**config.mk**
```make
export PLATFORM = sky130hd
export DESIGN_NAME = uart_brk_tx
export DESIGN_NICKNAME = d
export VERILOG_FILES = /design/src/rtl/ubt_pkg.sv /design/src/rtl/ubt_ctrl.sv /design/src/rtl/ubt_datapath.sv /design/src/rtl/uart_brk_tx.sv
export SDC_FILE = /design/constraint.sdc
export NUM_CORES = 1
export LEC_CHECK = 0
export ABC_AREA = 0
export CAP_MARGIN = 20
export CORE_MARGIN = 5
export CORE_UTILIZATION = 54
export CTS_CLUSTER_DIAMETER = 50
export DETAILED_ROUTE_END_ITERATION = 7
export PLACE_DENSITY = 0.82
export SYNTH_ARGS = -nofsm -noshare
export SYNTH_HDL_FRONTEND = slang
export SYNTH_SLANG_ARGS = --single-unit
export TNS_END_PERCENT = 20
```
**constraint.sdc**
```tcl
create_clock -name clk -period 4.9 [get_ports clk]
set_input_delay 1.225 -clock clk [delete_from_list [all_inputs] [get_ports clk]]
set_output_delay 1.225 -clock clk [all_outputs]
set_load 0.005 [all_outputs]
```
**src/rtl/ubt_pkg.sv**
```systemverilog
package ubt_pkg;

  typedef enum logic [1:0] {
    SEQ_RUN   = 2'd0,
    SEQ_DRAIN = 2'd1,
    SEQ_LOW   = 2'd2,
    SEQ_GUARD = 2'd3
  } seqState_t;

  typedef struct packed {
    logic loadOk;   // shifter may pull a new byte at the next tick
    logic lineLow;  // force the serial line low
  } txStrobe_t;

  localparam int BIT_STOP  = 8;
  localparam int BIT_START = 7;
  localparam int BIT_TXOFF = 5;
  localparam int BIT_TXON  = 4;
  localparam int BIT_RXOFF = 3;

endpackage

```
**src/rtl/ubt_ctrl.sv**
```systemverilog
module ubt_ctrl
  import ubt_pkg::*;
#(
  parameter int CHAR_BITS  = 10,
  parameter int GUARD_BITS = 12
) (
  input  logic        clk,
  input  logic        rstN,
  input  logic        regWrEn,
  input  logic [31:0] regWrData,
  output logic [31:0] regRdData,
  input  logic        baudTick,
  input  logic        drained,
  output txStrobe_t   strobe,
  output logic        inSeq
);

  localparam int LCW = $clog2(CHAR_BITS);
  localparam int GCW = $clog2(GUARD_BITS);
  localparam logic [LCW-1:0] LOW_LAST   = LCW'(CHAR_BITS - 1);
  localparam logic [GCW-1:0] GUARD_LAST = GCW'(GUARD_BITS - 2);

  logic stopBrk, startBrk, txOff, txOn, rxOff;
  seqState_t state;
  logic [LCW-1:0] lowCnt;
  logic [GCW-1:0] guardCnt;
  logic seqDone;
  logic unusedWrBits;

  assign unusedWrBits = ^{regWrData[31:9], regWrData[6], regWrData[2:0]};
  assign seqDone = (state == SEQ_GUARD) && baudTick && (guardCnt == GUARD_LAST);

  always_ff @(posedge clk) begin
    if (!rstN) begin
      stopBrk  <= 1'b1;
      startBrk <= 1'b0;
      txOff    <= 1'b1;
      txOn     <= 1'b0;
      rxOff    <= 1'b1;
      state    <= SEQ_RUN;
      lowCnt   <= '0;
      guardCnt <= '0;
    end else begin
      if (seqDone) startBrk <= 1'b0;
      if (regWrEn) begin
        stopBrk <= regWrData[BIT_STOP];
        txOff   <= regWrData[BIT_TXOFF];
        txOn    <= regWrData[BIT_TXON];
        rxOff   <= regWrData[BIT_RXOFF];
        if (regWrData[BIT_STOP]) startBrk <= 1'b0;
        else if (regWrData[BIT_START] && !stopBrk) startBrk <= 1'b1;
      end
      case (state)
        SEQ_RUN: if (startBrk) state <= SEQ_DRAIN;
        SEQ_DRAIN: begin
          if (!startBrk) state <= SEQ_RUN;
          else if (baudTick && drained) begin
            state  <= SEQ_LOW;
            lowCnt <= '0;
          end
        end
        SEQ_LOW: begin
          if (baudTick) begin
            if (stopBrk && lowCnt == LOW_LAST) begin
              state    <= SEQ_GUARD;
              guardCnt <= '0;
            end else if (lowCnt != LOW_LAST) begin
              lowCnt <= lowCnt + 1'b1;
            end
          end
        end
        SEQ_GUARD: begin
          if (baudTick) begin
            if (guardCnt == GUARD_LAST) state <= SEQ_RUN;
            else guardCnt <= guardCnt + 1'b1;
          end
        end
        default: state <= SEQ_RUN;
      endcase
    end
  end

  always_comb begin
    regRdData            = '0;
    regRdData[BIT_STOP]  = stopBrk;
    regRdData[BIT_START] = startBrk;
    regRdData[BIT_TXOFF] = txOff;
    regRdData[BIT_TXON]  = txOn;
    regRdData[BIT_RXOFF] = rxOff;
  end

  assign strobe.loadOk  = txOn && !txOff && (state == SEQ_RUN || state == SEQ_DRAIN);
  assign strobe.lineLow = (state == SEQ_LOW);
  assign inSeq          = (state != SEQ_RUN);

endmodule

```
**src/rtl/ubt_datapath.sv**
```systemverilog
module ubt_datapath
  import ubt_pkg::*;
#(
  parameter int DEPTH  = 4,
  parameter int DATA_W = 8
) (
  input  logic              clk,
  input  logic              rstN,
  input  logic              fifoWrEn,
  input  logic [DATA_W-1:0] fifoWrData,
  input  logic              baudTick,
  input  txStrobe_t         strobe,
  output logic              txOut,
  output logic              fifoFull,
  output logic              fifoEmpty,
  output logic              shiftActive,
  output logic              popStrobe
);

  localparam int AW = $clog2(DEPTH);
  localparam int FW = DATA_W + 2;
  localparam int BCW = $clog2(FW);
  localparam logic [AW-1:0] PTR_LAST = AW'(DEPTH - 1);
  localparam logic [AW:0]   LVL_FULL = (AW+1)'(DEPTH);

  logic [DATA_W-1:0] mem [DEPTH];
  logic [AW-1:0] wrPtr, rdPtr;
  logic [AW:0] level;
  logic [FW-1:0] shReg;
  logic [BCW-1:0] bitCnt;
  logic push, bitsLeft;

  assign fifoFull  = (level == LVL_FULL);
  assign fifoEmpty = (level == '0);
  assign push      = fifoWrEn && !fifoFull;
  assign bitsLeft  = shiftActive && (bitCnt != '0);
  assign popStrobe = baudTick && strobe.loadOk && !fifoEmpty && !bitsLeft;

  always_ff @(posedge clk) begin
    if (push) mem[wrPtr] <= fifoWrData;
  end

  always_ff @(posedge clk) begin
    if (!rstN) begin
      wrPtr <= '0;
      rdPtr <= '0;
      level <= '0;
    end else begin
      if (push) wrPtr <= (wrPtr == PTR_LAST) ? '0 : wrPtr + 1'b1;
      if (popStrobe) rdPtr <= (rdPtr == PTR_LAST) ? '0 : rdPtr + 1'b1;
      case ({push, popStrobe})
        2'b10:   level <= level + 1'b1;
        2'b01:   level <= level - 1'b1;
        default: level <= level;
      endcase
    end
  end

  always_ff @(posedge clk) begin
    if (!rstN) begin
      shReg       <= '1;
      bitCnt      <= '0;
      shiftActive <= 1'b0;
    end else if (baudTick) begin
      if (bitsLeft) begin
        shReg  <= {1'b1, shReg[FW-1:1]};
        bitCnt <= bitCnt - 1'b1;
      end else if (popStrobe) begin
        shReg       <= {1'b1, mem[rdPtr], 1'b0};
        bitCnt      <= BCW'(FW - 1);
        shiftActive <= 1'b1;
      end else begin
        shiftActive <= 1'b0;
      end
    end
  end

  assign txOut = strobe.lineLow ? 1'b0 : (shiftActive ? shReg[0] : 1'b1);

endmodule

```
**src/rtl/uart_brk_tx.sv**
```systemverilog
module uart_brk_tx
  import ubt_pkg::*;
#(
  parameter int DEPTH      = 4,
  parameter int CHAR_BITS  = 10,
  parameter int GUARD_BITS = 12
) (
  input  logic        clk,
  input  logic        rstN,
  input  logic        regWrEn,
  input  logic [31:0] regWrData,
  output logic [31:0] regRdData,
  input  logic        fifoWrEn,
  input  logic [7:0]  fifoWrData,
  output logic        fifoFull,
  input  logic        baudTick,
  output logic        txOut,
  output logic        busy
);

  txStrobe_t strobe;
  logic fifoEmpty, shiftActive, popStrobe, inSeq;

  ubt_ctrl #(.CHAR_BITS(CHAR_BITS), .GUARD_BITS(GUARD_BITS)) u_ctrl (
    .clk(clk), .rstN(rstN), .regWrEn(regWrEn), .regWrData(regWrData),
    .regRdData(regRdData), .baudTick(baudTick),
    .drained(fifoEmpty && !shiftActive), .strobe(strobe), .inSeq(inSeq)
  );

  ubt_datapath #(.DEPTH(DEPTH), .DATA_W(8)) u_dp (
    .clk(clk), .rstN(rstN), .fifoWrEn(fifoWrEn), .fifoWrData(fifoWrData),
    .baudTick(baudTick), .strobe(strobe), .txOut(txOut), .fifoFull(fifoFull),
    .fifoEmpty(fifoEmpty), .shiftActive(shiftActive), .popStrobe(popStrobe)
  );

  assign busy = !fifoEmpty || shiftActive || inSeq;

endmodule

```
==> metrics.csv <==
stage,metric,value,unit
synth,yosys.area.top_type,edfxtp_1,
global_routing,grt_pass1_wl,10100,um
drt,wl,6130,um
clock_network,cts_tree,built,
synth,ys_seq_elements,70,
final_layout,diodes,0,
clock_network,clk_latency,350,ps
worst_hold_path,min_delay_path_depth,2,
timing,period_share,72.0,%
placement,port_buffers,25,
worst_hold_path,worstHoldEndpoint,u_ctrl.guardCnt[3]$_SDFFE_PN0P_,
worst_hold_path,min_path_type,flip-flop to flip-flop,
placement,post-dp-hpwl,4180,um
synth,yosys.area.top_type_share,27.9,%
timing,slew_viol_final,0,
synth,synthTopCellsByArea,"edfxtp_1, dfxtp_1, buf_4",
synth,yosys_warnings,0,
final_layout,synthToLayoutAreaGrowth,9.18,%
global_routing,grt_max_degree,23,
final_layout,drive_gt1_share,11.7,%
floorplan,die_h,89.9,um
worst_setup_path,startpoint_type,input port,
power,p_seq_share,54.1,%
synth,ys.flop_type,dfxtp_1,
worst_setup_path,worstReg2RegStart,u_dp.bitCnt[0]$_SDFFE_PN0P_,
worst_setup_path,crit_type,input port to flip-flop,
worst_setup_path,r2r_cells,11,
timing,rsz0062_at_grt,no,
clock_network,root_buffer,clkbuf_8,
power,pwr_density_cell,314,nW/um2
worst_setup_path,crit_path_max_fanout,22,
power,p_sw,316,uW
drt,first_pass_iters,4,
floorplan,start_util,55.0,%
timing,min_period,3530,ps
power,ir_drop,0.000238,V
timing,fmaxAchievable,0.283,GHz
timing,fin_tns_setup,0,ps
power,clkPwrFrac,38.2,%
worst_setup_path,required,5170,ps
clock_network,cts.htree.levels,3,
outcome,status,"finished, final reports clean",
global_routing,grt_usage,15.2,%
timing,tightest_slew,1260,ps
synth,synth_area,3450,um2
floorplan,ios,80,
drt,final_antenna_net_count,0,
global_routing,antenna_found_initial,0,
synth,ys_types,58,
synth,async_flop_share,0,%
drt,via_per_inst,5.60,
flow_run,cap_violations,0,
timing,clock_skew,9.58,ps
final_layout,fin_util,60.0,%
synth,synth_enable_flop_cells,32,
power,p_comb_share,7.7,%
drt,drc,0,
clock_network,clkSinkCount,70,
clock_network,cts_buffer_depth,2,
timing,holdWs,477,ps
clock_network,path_clk_slew,80,ps
clock_network,cts_buffers,9,
timing,relSlewSlack,16.3,%
floorplan,die-area,8090,um2
clock_network,cts_hold_buffers,0,
final_layout,final_cell_mix,"dfxtp_1, edfxtp_1, conb_1",
drt,initialDrtViolationCount,143,
global_routing,grt_pass1_vias,2114,
final_layout,final_common_cell,dfxtp_1,
worst_setup_path,rrSetupSlack,1990,ps
floorplan,die_w,89.9,um
drt,vias,2257,
placement,place_congestion,0.739,
synth,syn_avg_cell_area,11.2,um2
timing,finalHoldViolations,0,
floorplan,rows,29,
final_layout,final_nets,379,
clock_network,cts_resized,0,
clock_network,postCtsSetupBuffers,0,
synth,synth_cells,307,
power,p_int,867,uW
drt,wl_per_cell,15.2,um
final_layout,fillers,519,
power,cellLeakagePower,0.00138,uW
worst_setup_path,endpoint_kind,flip-flop,
worst_setup_path,r2r-end,u_dp.level[2]$_SDFFE_PN0P_,
global_routing,overflow,0,
synth,synth-seq-area-share,49.9,%
power,switching_share,26.7,%
worst_setup_path,cp.arrival,3790,ps
floorplan,core_area,6280,um2
worst_hold_path,worstHoldStart,u_ctrl.guardCnt[3]$_SDFFE_PN0P_,
timing,finalSetupViolCount,0,
==> how the worst max path moves through the flow <==
stage	endpoint	slack, ps	cells past startpoint	startpoint
3_3_place_gp	u_dp.level[2]$_SDFFE_PN0P_	1070	10	baudTick
5_1_grt	u_dp.level[2]$_SDFFE_PN0P_	1220	10	baudTick
4_1_cts	u_dp.level[2]$_SDFFE_PN0P_	1390	10	baudTick
6_report	u_dp.level[2]$_SDFFE_PN0P_	1370	10	baudTick
2_1_floorplan	u_dp.level[2]$_SDFFE_PN0P_	1740	9	baudTick
3_5_place_dp	u_dp.level[2]$_SDFFE_PN0P_	1050	10	baudTick
==> cells in the mapped netlist (4+ instances only) <==
cell type	n
edfxtp_1	32
nand2_1	13
dfxtp_1	38
o21ai_1	5
a2111oi_2	5
nand4_1	4
nand3_1	7
and2_1	4
clkbuf_1	11
inv_1	16
nor2_1	16
a21oi_1	20
mux2i_1	9
ha_1	12
o21ai_0	7
buf_4	33
mux4_2	8
a21boi_0	8
==> sequential cells by signal (all words and copies together) (netlist names), named ones only <==
name / count
u_dp.level: 3
u_ctrl.txOff: 1
u_dp.rdPtr: 2
u_dp.mem: 32
u_dp.bitCnt: 4
u_ctrl.guardCnt: 4
u_ctrl.lowCnt: 4
u_ctrl.rxOff: 1
u_dp.shiftActive: 1
u_dp.wrPtr: 2
u_ctrl.startBrk: 1
u_ctrl.stopBrk: 1
u_ctrl.txOn: 1
u_ctrl.state: 1
u_dp.shReg: 9
==> cell type report <==
| class | instances | area [um2] | area share (%) |
|---|---|---|---|
| flip-flops and latches | 70 | 1720 | 45.7 |
| multi-input cells | 197 | 1440 | 38.2 |
| repair buffers | 26 | 258 | 6.84 |
| clock buffers | 9 | 124 | 3.29 |
| well taps | 77 | 96.3 | 2.56 |
| clock inverters | 7 | 65.1 | 1.73 |
| inverters | 17 | 63.8 | 1.69 |
==> worst max-delay path, stage by stage <==
cell and delay, ps:
clkdlybuf4s50_1 450, buf_4 230, nand4_1 270, nor2_1 330, ha_1 240, inv_1 60, fa_1 380, xor2_1 160
or3_1 310, a21oi_1 140
==> power by group through the flow <==
stage / clock (uW) / combinational (uW) / sequential (uW)
6_report: 452 / 90.9 / 640
5_1_grt: 482 / 101 / 642
3_3_place_gp: 0 / 87.8 / 652
4_1_cts: 454 / 91.1 / 640
3_5_place_dp: 0 / 90.9 / 654
2_1_floorplan: 0 / 74.6 / 650
==> per-stage QoR <==
step	setup slack (ps)	total power, uW	cell area, um2	instances
after floorplan	1740	724	3550	333
after CTS	1390	1190	3770	403
after detailed placement	1050	745	3580	387
after global placement	1070	740	3580	387
final	1370	1180	3770	403
after global routing	1220	1220	3770	403
==> routing by layer <==
metal	vias up	GRT usage (%)	share of wire, %	routed length, um
met5	-	0	0	0
li1	1090	-	-	-
met1	1081	19.6	44	2720
met4	0	6.58	1.7	102
met2	77	24.1	47	2910
met3	9	4.01	6.4	394
==> cell families (layout without fill, tap and decap cells) <==
group | after synthesis | in the layout | share of synthesized area, %
buf+inv | 66 | 59 | 11.2
flops | 70 | 70 | 49.9
simple gates | 72 | 72 | 11.9
compound gates | 65 | 65 | 13.3
xor+xnor | 2 | 2 | 0.508
other cells | 1 | 27 | 0.109
fa+ha+maj | 13 | 13 | 4.93
mux | 18 | 18 | 8.16
No activity file was read; power rests on OpenSTA's default activity.
